File: src/rtl/adcc_pkg.sv
package adcc_pkg;
    typedef enum logic [1:0] {
        PH_IDLE = 2'd0,
        PH_ACQ  = 2'd1,
        PH_CONV = 2'd2,
        PH_EOC  = 2'd3
    } phase_e;

    localparam int CTRL_W    = 6;
    localparam int CH_LSB    = 0;
    localparam int CH_W      = 3;
    localparam int FMT_BIT   = 3;
    localparam int AUX_BIT   = 4;
    localparam int START_BIT = 5;
endpackage

File: src/rtl/adcc_edge.sv
module adcc_edge (
    input  logic clk,
    input  logic rst_n,
    input  logic pin,
    output logic rise
);
    typedef struct packed {
        logic prev;
    } edge_s;

    edge_s st_d, st_q;

    always_comb begin
        st_d      = st_q;
        st_d.prev = pin;
    end

    always_ff @(posedge clk or negedge rst_n) begin
        if (!rst_n) st_q <= '0;
        else        st_q <= st_d;
    end

    assign rise = pin & ~st_q.prev;


    rise_needs_low_chk: assert property (@(posedge clk) disable iff (!rst_n)
        rise |=> !rise);
endmodule

File: src/rtl/adcc_timer.sv
module adcc_timer #(
    parameter int W = 4
) (
    input  logic         clk,
    input  logic         rst_n,
    input  logic         load,
    input  logic [W-1:0] load_val,
    output logic         zero
);
    typedef struct packed {
        logic [W-1:0] cnt;
    } tmr_s;

    tmr_s st_d, st_q;

    always_comb begin
        st_d = st_q;
        if (load)
            st_d.cnt = load_val;
        else if (st_q.cnt != '0)
            st_d.cnt = st_q.cnt - 1'b1;
    end

    always_ff @(posedge clk or negedge rst_n) begin
        if (!rst_n) st_q <= '0;
        else        st_q <= st_d;
    end

    assign zero = (st_q.cnt == '0);


    no_underflow_chk: assert property (@(posedge clk) disable iff (!rst_n)
        (zero && !load) |=> zero);
endmodule

File: src/rtl/adcc_ctrl_reg.sv
module adcc_ctrl_reg
    import adcc_pkg::*;
(
    input  logic              clk,
    input  logic              rst_n,
    input  logic              wr,
    input  logic [CTRL_W-1:0] wdata,
    input  logic              start_ok,
    input  logic              start_clr,
    output logic              start_req,
    output logic [CTRL_W-1:0] ctrl_q
);
    typedef struct packed {
        logic [CTRL_W-1:0] ctrl;
    } reg_s;

    reg_s st_d, st_q;

    assign start_req = wr & wdata[START_BIT] & start_ok;

    always_comb begin
        st_d = st_q;
        if (wr) begin
            st_d.ctrl[START_BIT-1:0] = wdata[START_BIT-1:0];
            if (start_req)
                st_d.ctrl[START_BIT] = 1'b1;
        end
        if (start_clr)
            st_d.ctrl[START_BIT] = 1'b0;
    end

    always_ff @(posedge clk or negedge rst_n) begin
        if (!rst_n) st_q <= '0;
        else        st_q <= st_d;
    end

    assign ctrl_q = st_q.ctrl;


    low_bits_follow_write_chk: assert property (@(posedge clk) disable iff (!rst_n)
        wr |=> ctrl_q[START_BIT-1:0] == $past(wdata[START_BIT-1:0]));

    start_only_when_ok_chk: assert property (@(posedge clk) disable iff (!rst_n)
        $rose(ctrl_q[START_BIT]) |-> $past(start_ok) && $past(wr));
endmodule

File: src/rtl/adcc_start_ctrl.sv
module adcc_start_ctrl
    import adcc_pkg::*;
#(
    parameter int ACQ_CYCLES  = 20,
    parameter int CONV_CYCLES = 80,
    parameter int EOC_CYCLES  = 2,
    parameter int DATA_W      = 12
) (
    input  logic              clk,
    input  logic              rst_n,
    input  logic              convst,
    input  logic              ctrl_wr,
    input  logic [5:0]        ctrl_wdata,
    input  logic [DATA_W-1:0] sar_data,
    output logic              track,
    output logic              eoc_n,
    output logic [DATA_W-1:0] result,
    output logic [5:0]        ctrl_o
);
    localparam int MAXC = (ACQ_CYCLES > CONV_CYCLES)
                          ? ((ACQ_CYCLES > EOC_CYCLES) ? ACQ_CYCLES : EOC_CYCLES)
                          : ((CONV_CYCLES > EOC_CYCLES) ? CONV_CYCLES : EOC_CYCLES);
    localparam int TW = $clog2(MAXC + 1);
    localparam logic [TW-1:0] ACQ_LD  = TW'(ACQ_CYCLES - 1);
    localparam logic [TW-1:0] CONV_LD = TW'(CONV_CYCLES - 1);
    localparam logic [TW-1:0] EOC_LD  = TW'(EOC_CYCLES - 1);

    typedef struct packed {
        phase_e            ph;
        logic              track;
        logic              eoc_n;
        logic [DATA_W-1:0] result;
    } top_s;

    top_s st_d, st_q;

    logic          hw_rise;
    logic          sw_req;
    logic          idle;
    logic          start_ok;
    logic          start_clr;
    logic          tmr_load;
    logic [TW-1:0] tmr_val;
    logic          tmr_zero;

    adcc_edge u_edge (
        .clk  (clk),
        .rst_n(rst_n),
        .pin  (convst),
        .rise (hw_rise)
    );

    adcc_timer #(.W(TW)) u_timer (
        .clk     (clk),
        .rst_n   (rst_n),
        .load    (tmr_load),
        .load_val(tmr_val),
        .zero    (tmr_zero)
    );

    assign idle     = (st_q.ph == PH_IDLE);
    assign start_ok = idle & ~hw_rise;

    adcc_ctrl_reg u_ctrl (
        .clk      (clk),
        .rst_n    (rst_n),
        .wr       (ctrl_wr),
        .wdata    (ctrl_wdata),
        .start_ok (start_ok),
        .start_clr(start_clr),
        .start_req(sw_req),
        .ctrl_q   (ctrl_o)
    );

    always_comb begin
        st_d      = st_q;
        tmr_load  = 1'b0;
        tmr_val   = '0;
        start_clr = 1'b0;
        unique case (st_q.ph)
            PH_IDLE: begin
                if (hw_rise) begin
                    st_d.ph    = PH_CONV;
                    st_d.track = 1'b0;
                    tmr_load   = 1'b1;
                    tmr_val    = CONV_LD;
                end else if (sw_req) begin
                    st_d.ph  = PH_ACQ;
                    tmr_load = 1'b1;
                    tmr_val  = ACQ_LD;
                end
            end
            PH_ACQ: begin
                if (tmr_zero) begin
                    st_d.ph    = PH_CONV;
                    st_d.track = 1'b0;
                    tmr_load   = 1'b1;
                    tmr_val    = CONV_LD;
                    start_clr  = 1'b1;
                end
            end
            PH_CONV: begin
                if (tmr_zero) begin
                    st_d.ph     = PH_EOC;
                    st_d.track  = 1'b1;
                    st_d.eoc_n  = 1'b0;
                    st_d.result = sar_data;
                    tmr_load    = 1'b1;
                    tmr_val     = EOC_LD;
                end
            end
            PH_EOC: begin
                if (tmr_zero) begin
                    st_d.ph    = PH_IDLE;
                    st_d.eoc_n = 1'b1;
                end
            end
            default: st_d.ph = PH_IDLE;
        endcase
    end

    always_ff @(posedge clk or negedge rst_n) begin
        if (!rst_n) begin
            st_q.ph     <= PH_IDLE;
            st_q.track  <= 1'b1;
            st_q.eoc_n  <= 1'b1;
            st_q.result <= '0;
        end else begin
            st_q <= st_d;
        end
    end

    assign track  = st_q.track;
    assign eoc_n  = st_q.eoc_n;
    assign result = st_q.result;

    // Pulse-width counters used only by the checks below
    localparam int HW = $clog2(MAXC + 2) + 1;
    logic [HW-1:0] hold_len_q;
    logic [HW-1:0] eoc_len_q;
    always_ff @(posedge clk or negedge rst_n) begin
        if (!rst_n) begin
            hold_len_q <= '0;
            eoc_len_q  <= '0;
        end else begin
            hold_len_q <= track ? '0 : hold_len_q + 1'b1;
            eoc_len_q  <= eoc_n ? '0 : eoc_len_q + 1'b1;
        end
    end


    hw_start_holds_chk: assert property (@(posedge clk) disable iff (!rst_n)
        (idle && hw_rise) |=> !track);

    hold_length_chk: assert property (@(posedge clk) disable iff (!rst_n)
        $rose(track) |-> hold_len_q == HW'(CONV_CYCLES));

    eoc_with_track_chk: assert property (@(posedge clk) disable iff (!rst_n)
        $rose(track) |-> $fell(eoc_n));

    result_capture_chk: assert property (@(posedge clk) disable iff (!rst_n)
        $fell(eoc_n) |-> result == $past(sar_data));

    result_stable_chk: assert property (@(posedge clk) disable iff (!rst_n)
        !$fell(eoc_n) |-> $stable(result));

    eoc_length_chk: assert property (@(posedge clk) disable iff (!rst_n)
        $rose(eoc_n) |-> eoc_len_q == HW'(EOC_CYCLES));

    start_bit_clears_chk: assert property (@(posedge clk) disable iff (!rst_n)
        $fell(ctrl_o[START_BIT]) |-> $fell(track));

    hw_beats_sw_chk: assert property (@(posedge clk) disable iff (!rst_n)
        (idle && hw_rise) |=> !ctrl_o[START_BIT]);
endmodule

File: config.mk
export PLATFORM = sky130hd
export DESIGN_NAME = adcc_start_ctrl
export DESIGN_NICKNAME = d
export VERILOG_FILES = /design/src/rtl/adcc_pkg.sv /design/src/rtl/adcc_edge.sv /design/src/rtl/adcc_timer.sv /design/src/rtl/adcc_ctrl_reg.sv /design/src/rtl/adcc_start_ctrl.sv
export SDC_FILE = /design/constraint.sdc
export NUM_CORES = 1
export LEC_CHECK = 0
export ABC_AREA = 1
export BUFFER_PORTS_ARGS = -buffer_cell sky130_fd_sc_hd__buf_2
export CAP_MARGIN = 20
export CORE_AREA = 3 3 62 64
export CTS_BUF_LIST = sky130_fd_sc_hd__clkbuf_2 sky130_fd_sc_hd__clkbuf_4 sky130_fd_sc_hd__clkbuf_8
export DETAILED_ROUTE_END_ITERATION = 10
export DIE_AREA = 0 0 65 67
export PLACE_DENSITY_LB_ADDON = 0.1
export REMOVE_ABC_BUFFERS = 1
export SLEW_MARGIN = 20
export SYNTH_ARGS = -nofsm -noshare
export SYNTH_HDL_FRONTEND = slang
export SYNTH_SLANG_ARGS = --single-unit
File: constraint.sdc
create_clock -name clk -period 1.36 [get_ports clk]
set_input_delay 0.068 -clock clk [delete_from_list [all_inputs] [get_ports clk]]
set_output_delay 0.068 -clock clk [all_outputs]
set_load 0.02 [all_outputs]
==> results.tsv, run 1 <==
stage	metric	value	unit
clocking	cts.clk_slew.worst_paths	0.09	ns
final_layout	fin_util	68.7	%
sta	max_clock_freq	699	MHz
clocking	cts.path.max_buffers	2	
clocking	clock_latency	0.33	ns
pwr	power.total	4610	uW
yosys	synth_top_family_by_area	simple AND/OR/NAND/NOR gates	
sta	grt_setup_unrepaired	true	
yosys	synth.avg_cell_area	8.70	um^2
job	maxCapViolations	0	
sta	tightest_slew	0.644	ns
yosys	synth-compound-area-share	4.10	%
yosys	synthCells	186	
yosys	ys_ff_latch	30	
critical_path	worstSetupStartpointType	flip-flop	
die	fp.coreArea	3340	um^2
yosys	synth_cell_types	27	
run_status	status	finished, violations left	
critical_path	crit_type	flip-flop to flip-flop	
grt	grt_pass1_vias	1464	
yosys	ys_top_cells_by_count	nand2_1 (69), dfrtp_1 (28), inv_1 (15)	
yosys	yosysSeqAreaShare	46.5	%
grt	grt_pass1_wl	6290	um
final_layout	nets	288	
route	viasPerCell	4.61	
placed_design	gp_congestion	0.826	
grt	antenna_found_initial	0	
die	row_count	21	
pwr	power_density	2010	nW/um^2
final_layout	n_antenna_cell	0	
yosys	netlist_area	1620	um^2
critical_path	cp.required	1.57	ns
route	postRouteAntennaNets	0	
sta	finalCritPeriodShare	105	%
critical_path	rr_startpoint	u_timer.st_q[0]	
sta	finalSetupViolCount	21	
die	dieArea	4360	um^2
sta	relSlewSlack	57.1	%
critical_path	rr_endpoint	u_timer.st_q[6]	
die	io_pins	42	
placed_design	post_dp_cell_area	1890	um^2
grt	use_met2	36.0	%
yosys	synthSimpleGateAreaFrac	26.3	%
die	die_width	65	um
route	drt_pass1_iterations	4	
sta	finalHoldViolations	0	
pwr	p_leak	0.00121	uW
sta	clock_skew	0.0106	ns
yosys	yosysMostFrequentCell	nand2_1	
final_layout	fillers	283	
grt	top_usage_layer	met2	
die	die_h	67	um
critical_path	rr_worst_depth	9	
worst_hold_path	hp-class	primary input to flip-flop	
yosys	synth_top_area_share	43.3	%
critical_path	cp-end-kind	flip-flop	
yosys	synthFlopType	dfrtp_1	
yosys	synth_top_cell_by_area	dfrtp_1	
placed_design	io_buffers	41	
route	drc	0	
grt	grt_usage	19.1	%
critical_path	arrival	1.64	ns
sta	final_max_slew_viol_count	0	
critical_path	crit_fanout	7	
worst_hold_path	worstHoldStart	ctrl_wr	
clocking	clockRootBuffer	clkbuf_4	
die	start_util	48.5	%
pwr	vdd_ir_drop_max	0.994	mV
grt	globalRouteMet1Util	20.4	%
clocking	numClockSinks	30	
yosys	synthXorXnorAreaFrac	2.16	%
grt	grt_max_degree	31	
grt	grt-ovfl-total	0	
final_layout	drive_gt1_share	46.5	%
route	wire_per_inst	12.2	um
worst_hold_path	holdPathStages	2	
yosys	synth_area_leaders	dfrtp_1 (43%), nand2_1 (16%), buf_4 (6.0%), ha_1 (5.4%), inv_1 (3.5%)	
route	num_vias	1411	
run_status	violations	setup timing	
placed_design	hpwl	2480	um
worst_hold_path	min_to	u_ctrl.ctrl_q[1]	
route	drt-initial-drc-count	28	
clocking	htree_levels	2	
final_layout	post-route-cell-area	2290	um^2
final_layout	area_growth	41.5	%
route	wl	3730	um
yosys	async_reset_ff_share	100	%
grt	grt_use_met3	3.20	%
yosys	yosys.area_share.adder	5.41	%
yosys	synth_edf_count	0	
clocking	cts_buffers	5	
sta	setup_ws	-0.0706	ns
yosys	ys.warnings.count	0	
clocking	cts_tree	yes	
yosys	synth_mux_area_share	3.48	%
critical_path	r2r_setup_slack	-0.07	ns
sta	period_minus_slack	1.43	ns
## per-layer routing
metal	up-vias	wire length, um
li1	714	-
met4	0	99
met1	657	1360
met2	30	2150
met3	10	121
met5	-	0
## sequential cells by signal, indices dropped and copies added (netlist names)
signal         cells
u_timer.st_q       7
st_q               2
eoc_n              1
result            12
u_ctrl.ctrl_q      6
track              1
u_edge.st_q        1
## metrics by stage
stage	setup TNS (ns)	hold slack (ns)	worst slack [ns]	instances
floorplan	-0.599	-0.228	-0.0505	171
global placement	-0.293	0.131	-0.0865	275
detailed placement	-1.61	0.142	-0.123	275
CTS	-0.142	0.0771	-0.0346	304
global route	-3.16	0.103	-0.182	306
finish	-0.718	0.0998	-0.0706	306
## worst max-delay path by stage
stage	start	endpoint
3_3_place_gp	st_q[14]	st_q[15]
6_report	u_timer.st_q[0]	u_timer.st_q[6]
2_1_floorplan	u_timer.st_q[0]	track
3_5_place_dp	st_q[14]	st_q[15]
5_1_grt	u_timer.st_q[0]	u_timer.st_q[2]
4_1_cts	st_q[14]	u_timer.st_q[1]
## logic make-up (layout without fill, tap and decap cells)
logic type,count (synthesis),after routing
AOI/OAI and AO/OA,12,12
xor gates and xnor gates,4,4
adders and majority gates,7,7
buffers and inverters,34,108
DFF,30,30
muxes,5,5
and+or+nand+nor,94,94
## repair_timing
item	4_1_cts	5_1_grt
setup endpoints to repair	24	24
setup buffers	2	2
gates resized for setup	17	26
pin swaps	5	14
hold buffers	19	0
endpoints found under the hold margin	46	0
## power breakdown
group,internal [uW],switching [uW],leakage [uW]
Clock,216,298,0.0000354
Sequential,1240,227,0.000343
Combinational,1120,1510,0.000830
## cells in the final DEF, fill, tap and decap left out, types with 3 or more instances in the layout
cell / count
nand2_1: 54
buf_2: 41
dfrtp_1: 28
dlygate4sd3_1: 19
buf_4: 19
nand2_2: 18
inv_1: 9
inv_2: 8
clkbuf_4: 6
mux2_2: 5
nor2_4: 4
nand4_1: 4
xor2_1: 4
nor2_1: 4
a21oi_1: 4
ha_1: 4
clkinv_2: 3
nand3_1: 3
ha_4: 3
## worst max-delay path, cell delays in order, from the launching register on
cell and delay [ns]:
dfrtp_1 0.39, inv_2 0.09, ha_4 0.13, inv_2 0.04
nor2_4 0.14, nand4_1 0.12, nand2_2 0.15, nand2_4 0.11
nand2_2 0.09, a21oi_2 0.05
## layout make-up
cell class	count	area, um^2	area share, %
multi-input combinational	122	785	34.2
tap	46	57.6	2.51
clock inverter	2	10.0	0.437
sequential	30	753	32.9
timing repair buffer	81	561	24.5
clock buffer	6	45.0	1.97
inverter	19	80.1	3.50
Note: power is estimated with default switching activity, not from simulation.
==> run 2: changes to the inputs <==
--- a/config.mk
+++ b/config.mk
@@ -8,13 +8,14 @@
 export ABC_AREA = 1
 export BUFFER_PORTS_ARGS = -buffer_cell sky130_fd_sc_hd__buf_2
 export CAP_MARGIN = 20
-export CORE_AREA = 3 3 62 64
+export CORE_AREA = 3 3 63 65
 export CTS_BUF_LIST = sky130_fd_sc_hd__clkbuf_2 sky130_fd_sc_hd__clkbuf_4 sky130_fd_sc_hd__clkbuf_8
 export DETAILED_ROUTE_END_ITERATION = 10
-export DIE_AREA = 0 0 65 67
+export DIE_AREA = 0 0 66 68
 export PLACE_DENSITY_LB_ADDON = 0.1
 export REMOVE_ABC_BUFFERS = 1
 export SLEW_MARGIN = 20
 export SYNTH_ARGS = -nofsm -noshare
 export SYNTH_HDL_FRONTEND = slang
+export SYNTH_HIERARCHICAL = 1
 export SYNTH_SLANG_ARGS = --single-unit
==> run 2 against run 1 <==
Effect of this change:
- the run still ends with setup timing left
- maximum frequency down 13%
- critical path depth is 4 higher
- design area grew 17%
- register-to-register slack worse by 0.21 ns
- global-route usage rose by 2.0 points
- wire length rose by 17%
- total power increased by 16%
- flip-flop and latch count stayed put
- combinational power increased by 24%
- critical endpoint is now u_timer/st_q[0]
- largest cell class unchanged
- highest routed layer unchanged
==> results.tsv, run 2 <==
stage	metric	value	unit
yosys	synthFlopType	dfrtp_1	
yosys	async_reset_ff_share	100	%
die	io_pins	42	
critical_path	cp.required	1.63	ns
pwr	vdd_ir_drop_max	1.10	mV
final_layout	n_antenna_cell	0	
critical_path	crit_fanout	2	
sta	timing.hold.ws	0.0540	ns
final_layout	fillers	218	
route	wire_per_inst	12.4	um
sta	finalSetupViolCount	22	
route	drc	0	
yosys	synth_top_area_share	41.4	%
clocking	htree_levels	2	
sta	finalCritPeriodShare	121	%
final_layout	area_growth	58.7	%
yosys	synth_cell_types	26	
route	drt-initial-drc-count	97	
die	die_h	68	um
final_layout	post-route-cell-area	2690	um^2
sta	clock_skew	0.00649	ns
sta	max_clock_freq	610	MHz
run_status	status	finished, violations left	
clocking	cts.path.max_buffers	2	
critical_path	cp-end-kind	flip-flop	
die	start_util	49.9	%
sta	tightest_slew	0.659	ns
yosys	ys_top_cells_by_count	nand2_1 (79), dfrtp_1 (28), inv_1 (25)	
critical_path	arrival	1.91	ns
critical_path	r2r_setup_slack	-0.28	ns
placed_design	hpwl	2640	um
grt	grt_max_degree	31	
sta	period_minus_slack	1.64	ns
yosys	synth_edf_count	0	
yosys	ys_ff_latch	30	
pwr	comb_power_share	61.1	%
placed_design	place_inst	305	
yosys	netlist_area	1690	um^2
pwr	power.total	5330	uW
grt	antenna_found_initial	0	
die	fp.coreArea	3390	um^2
run_status	violations	setup timing	
final_layout	drive_gt1_share	48.0	%
route	wl	4350	um
grt	grt_pass1_vias	1571	
clocking	cts_buffers	5	
pwr	power_report.internal_total	3010	uW
yosys	synth_area_leaders	dfrtp_1 (41%), nand2_1 (18%), ha_1 (5.9%), inv_1 (5.5%), buf_4 (5.3%)	
clocking	clock_latency	0.34	ns
yosys	synth.avg_cell_area	8.09	um^2
die	die_width	66	um
clocking	cts.clk_slew.worst_paths	0.10	ns
final_layout	ff_latch_area	753	um^2
grt	grt_usage	21.1	%
yosys	ys.warnings.count	6	
final_layout	final_common_cell	nand2_1	
job	maxCapViolations	0	
final_layout	final_cell_mix	nand2_1 (64), buf_2 (41), buf_4 (29)	
yosys	yosysMostFrequentCell	nand2_1	
pwr	p_leak	0.00138	uW
final_layout	largest_reg_flops	12	
yosys	yosysSeqAreaShare	44.5	%
route	num_vias	1607	
grt	grt_pass1_wl	7060	um
final_layout	top_register	result	
worst_hold_path	hp-class	primary input to flip-flop	
placed_design	gp_congestion	0.816	
final_layout	fin_cells	350	
final_layout	multi_input_area	922	um^2
pwr	p_seq_share	27.7	%
critical_path	crit_type	flip-flop to flip-flop	
placed_design	pre_cts_ws	-0.556	ns
sta	setup_ws	-0.280	ns
route	postRouteAntennaNets	0	
placed_design	io_buffers	41	
yosys	synthCells	209	
route	drt_pass1_iterations	4	
placed_design	post_dp_cell_area	2020	um^2
pwr	power_density	1990	nW/um^2
critical_path	worstSetupStartpointType	flip-flop	
sta	relSlewSlack	56.1	%
clocking	cts_tree	yes	
clocking	clockRootBuffer	clkbuf_4	
die	dieArea	4490	um^2
sta	grt_setup_unrepaired	true	
sta	finalHoldViolations	0	
final_layout	nets	333	
pwr	switchingPower	2330	uW
sta	final_max_slew_viol_count	0	
pwr	switching_share	43.6	%
route	viasPerCell	4.59	
clocking	numClockSinks	30	
pwr	pwr-share-clk	11.3	%
yosys	synth_top_cell_by_area	dfrtp_1	
die	row_count	21	
grt	grt-ovfl-total	0	
-- run 2: layer usage --
metal	GRT usage, %	share of wire (%)	vias to the layer above	wire (um)
met4	7.61	2.0	0	85
met3	4.76	4.5	7	195
met1	26.8	42	750	1830
met5	0	0	-	0
met2	35.3	51	35	2240
li1	-	-	815	-
-- run 2: kinds of logic (layout without fill, tap and decap cells) --
logic type	after synthesis	in the layout	synth area share, %
adders and majority gates	8	8	5.92
AOI/OAI and AO/OA	21	21	6.88
other	1	1	0.222
DFF	30	30	44.5
xor gates and xnor gates	3	3	1.55
and+or+nand+nor	104	104	27.9
buffers and inverters	42	137	13.0
-- run 2: final cells by class --
cell class	instances	area share [%]
multi-input cells	137	34.3
repair buffers	102	28.5
repair inverters	1	0.419
inverters	26	4.19
clock inverters	1	0.186
clock buffers	7	2.19
flip-flops and latches	30	28.1
well taps	46	2.14
-- run 2: worst max-delay path: stages, from the launching register on --
cell	delay, ns
dfrtp_1	0.40
inv_2	0.09
ha_4	0.15
nand2_4	0.05
inv_2	0.04
nand3_2	0.08
inv_2	0.09
o21ai_4	0.08
buf_6	0.12
a31oi_1	0.16
nand2_1	0.08
o21ai_1	0.09
nand2_1	0.07
o21ai_1	0.08
-- run 2: through the flow --
step,util [%],setup TNS (ns)
floorplan,-,-5.87
global placement,59.6,-5.74
detailed placement,59.6,-6.82
CTS,74.8,-2.29
global route,79.2,-5.47
finish,79.2,-3.44
-- run 2: path summary, 6_finish.rpt --
path | startpoint | end | depth (start not counted)
min in group asynchronous | rst_n | u_edge/st_q | 2
max in group asynchronous | rst_n | result[6] | 2
hold reg to reg | track | track | 2
setup / recovery | st_q[15] | u_timer/st_q[0] | 13
hold / removal | ctrl_wr | u_ctrl/ctrl_q[5] | 3
setup reg to reg | st_q[15] | u_timer/st_q[0] | 13
-- run 2: power groups by stage --
stage,logic [uW],registers (uW),clock network (uW)
after floorplan,1220,1730,0
after global placement,2390,1450,0
after detailed placement,2420,1450,0
after CTS,2890,1460,619
after global routing,3580,1520,651
final,3260,1470,600
-- run 2: repair_timing --
item                                    CTS  global route
endpoints found under the hold margin    47             0
setup buffers                             8             7
hold buffers                             21             0
pin swaps                                19            14
gates resized for setup                  56            27
gates cloned                              2             0
endpoints found under the setup margin   24            24
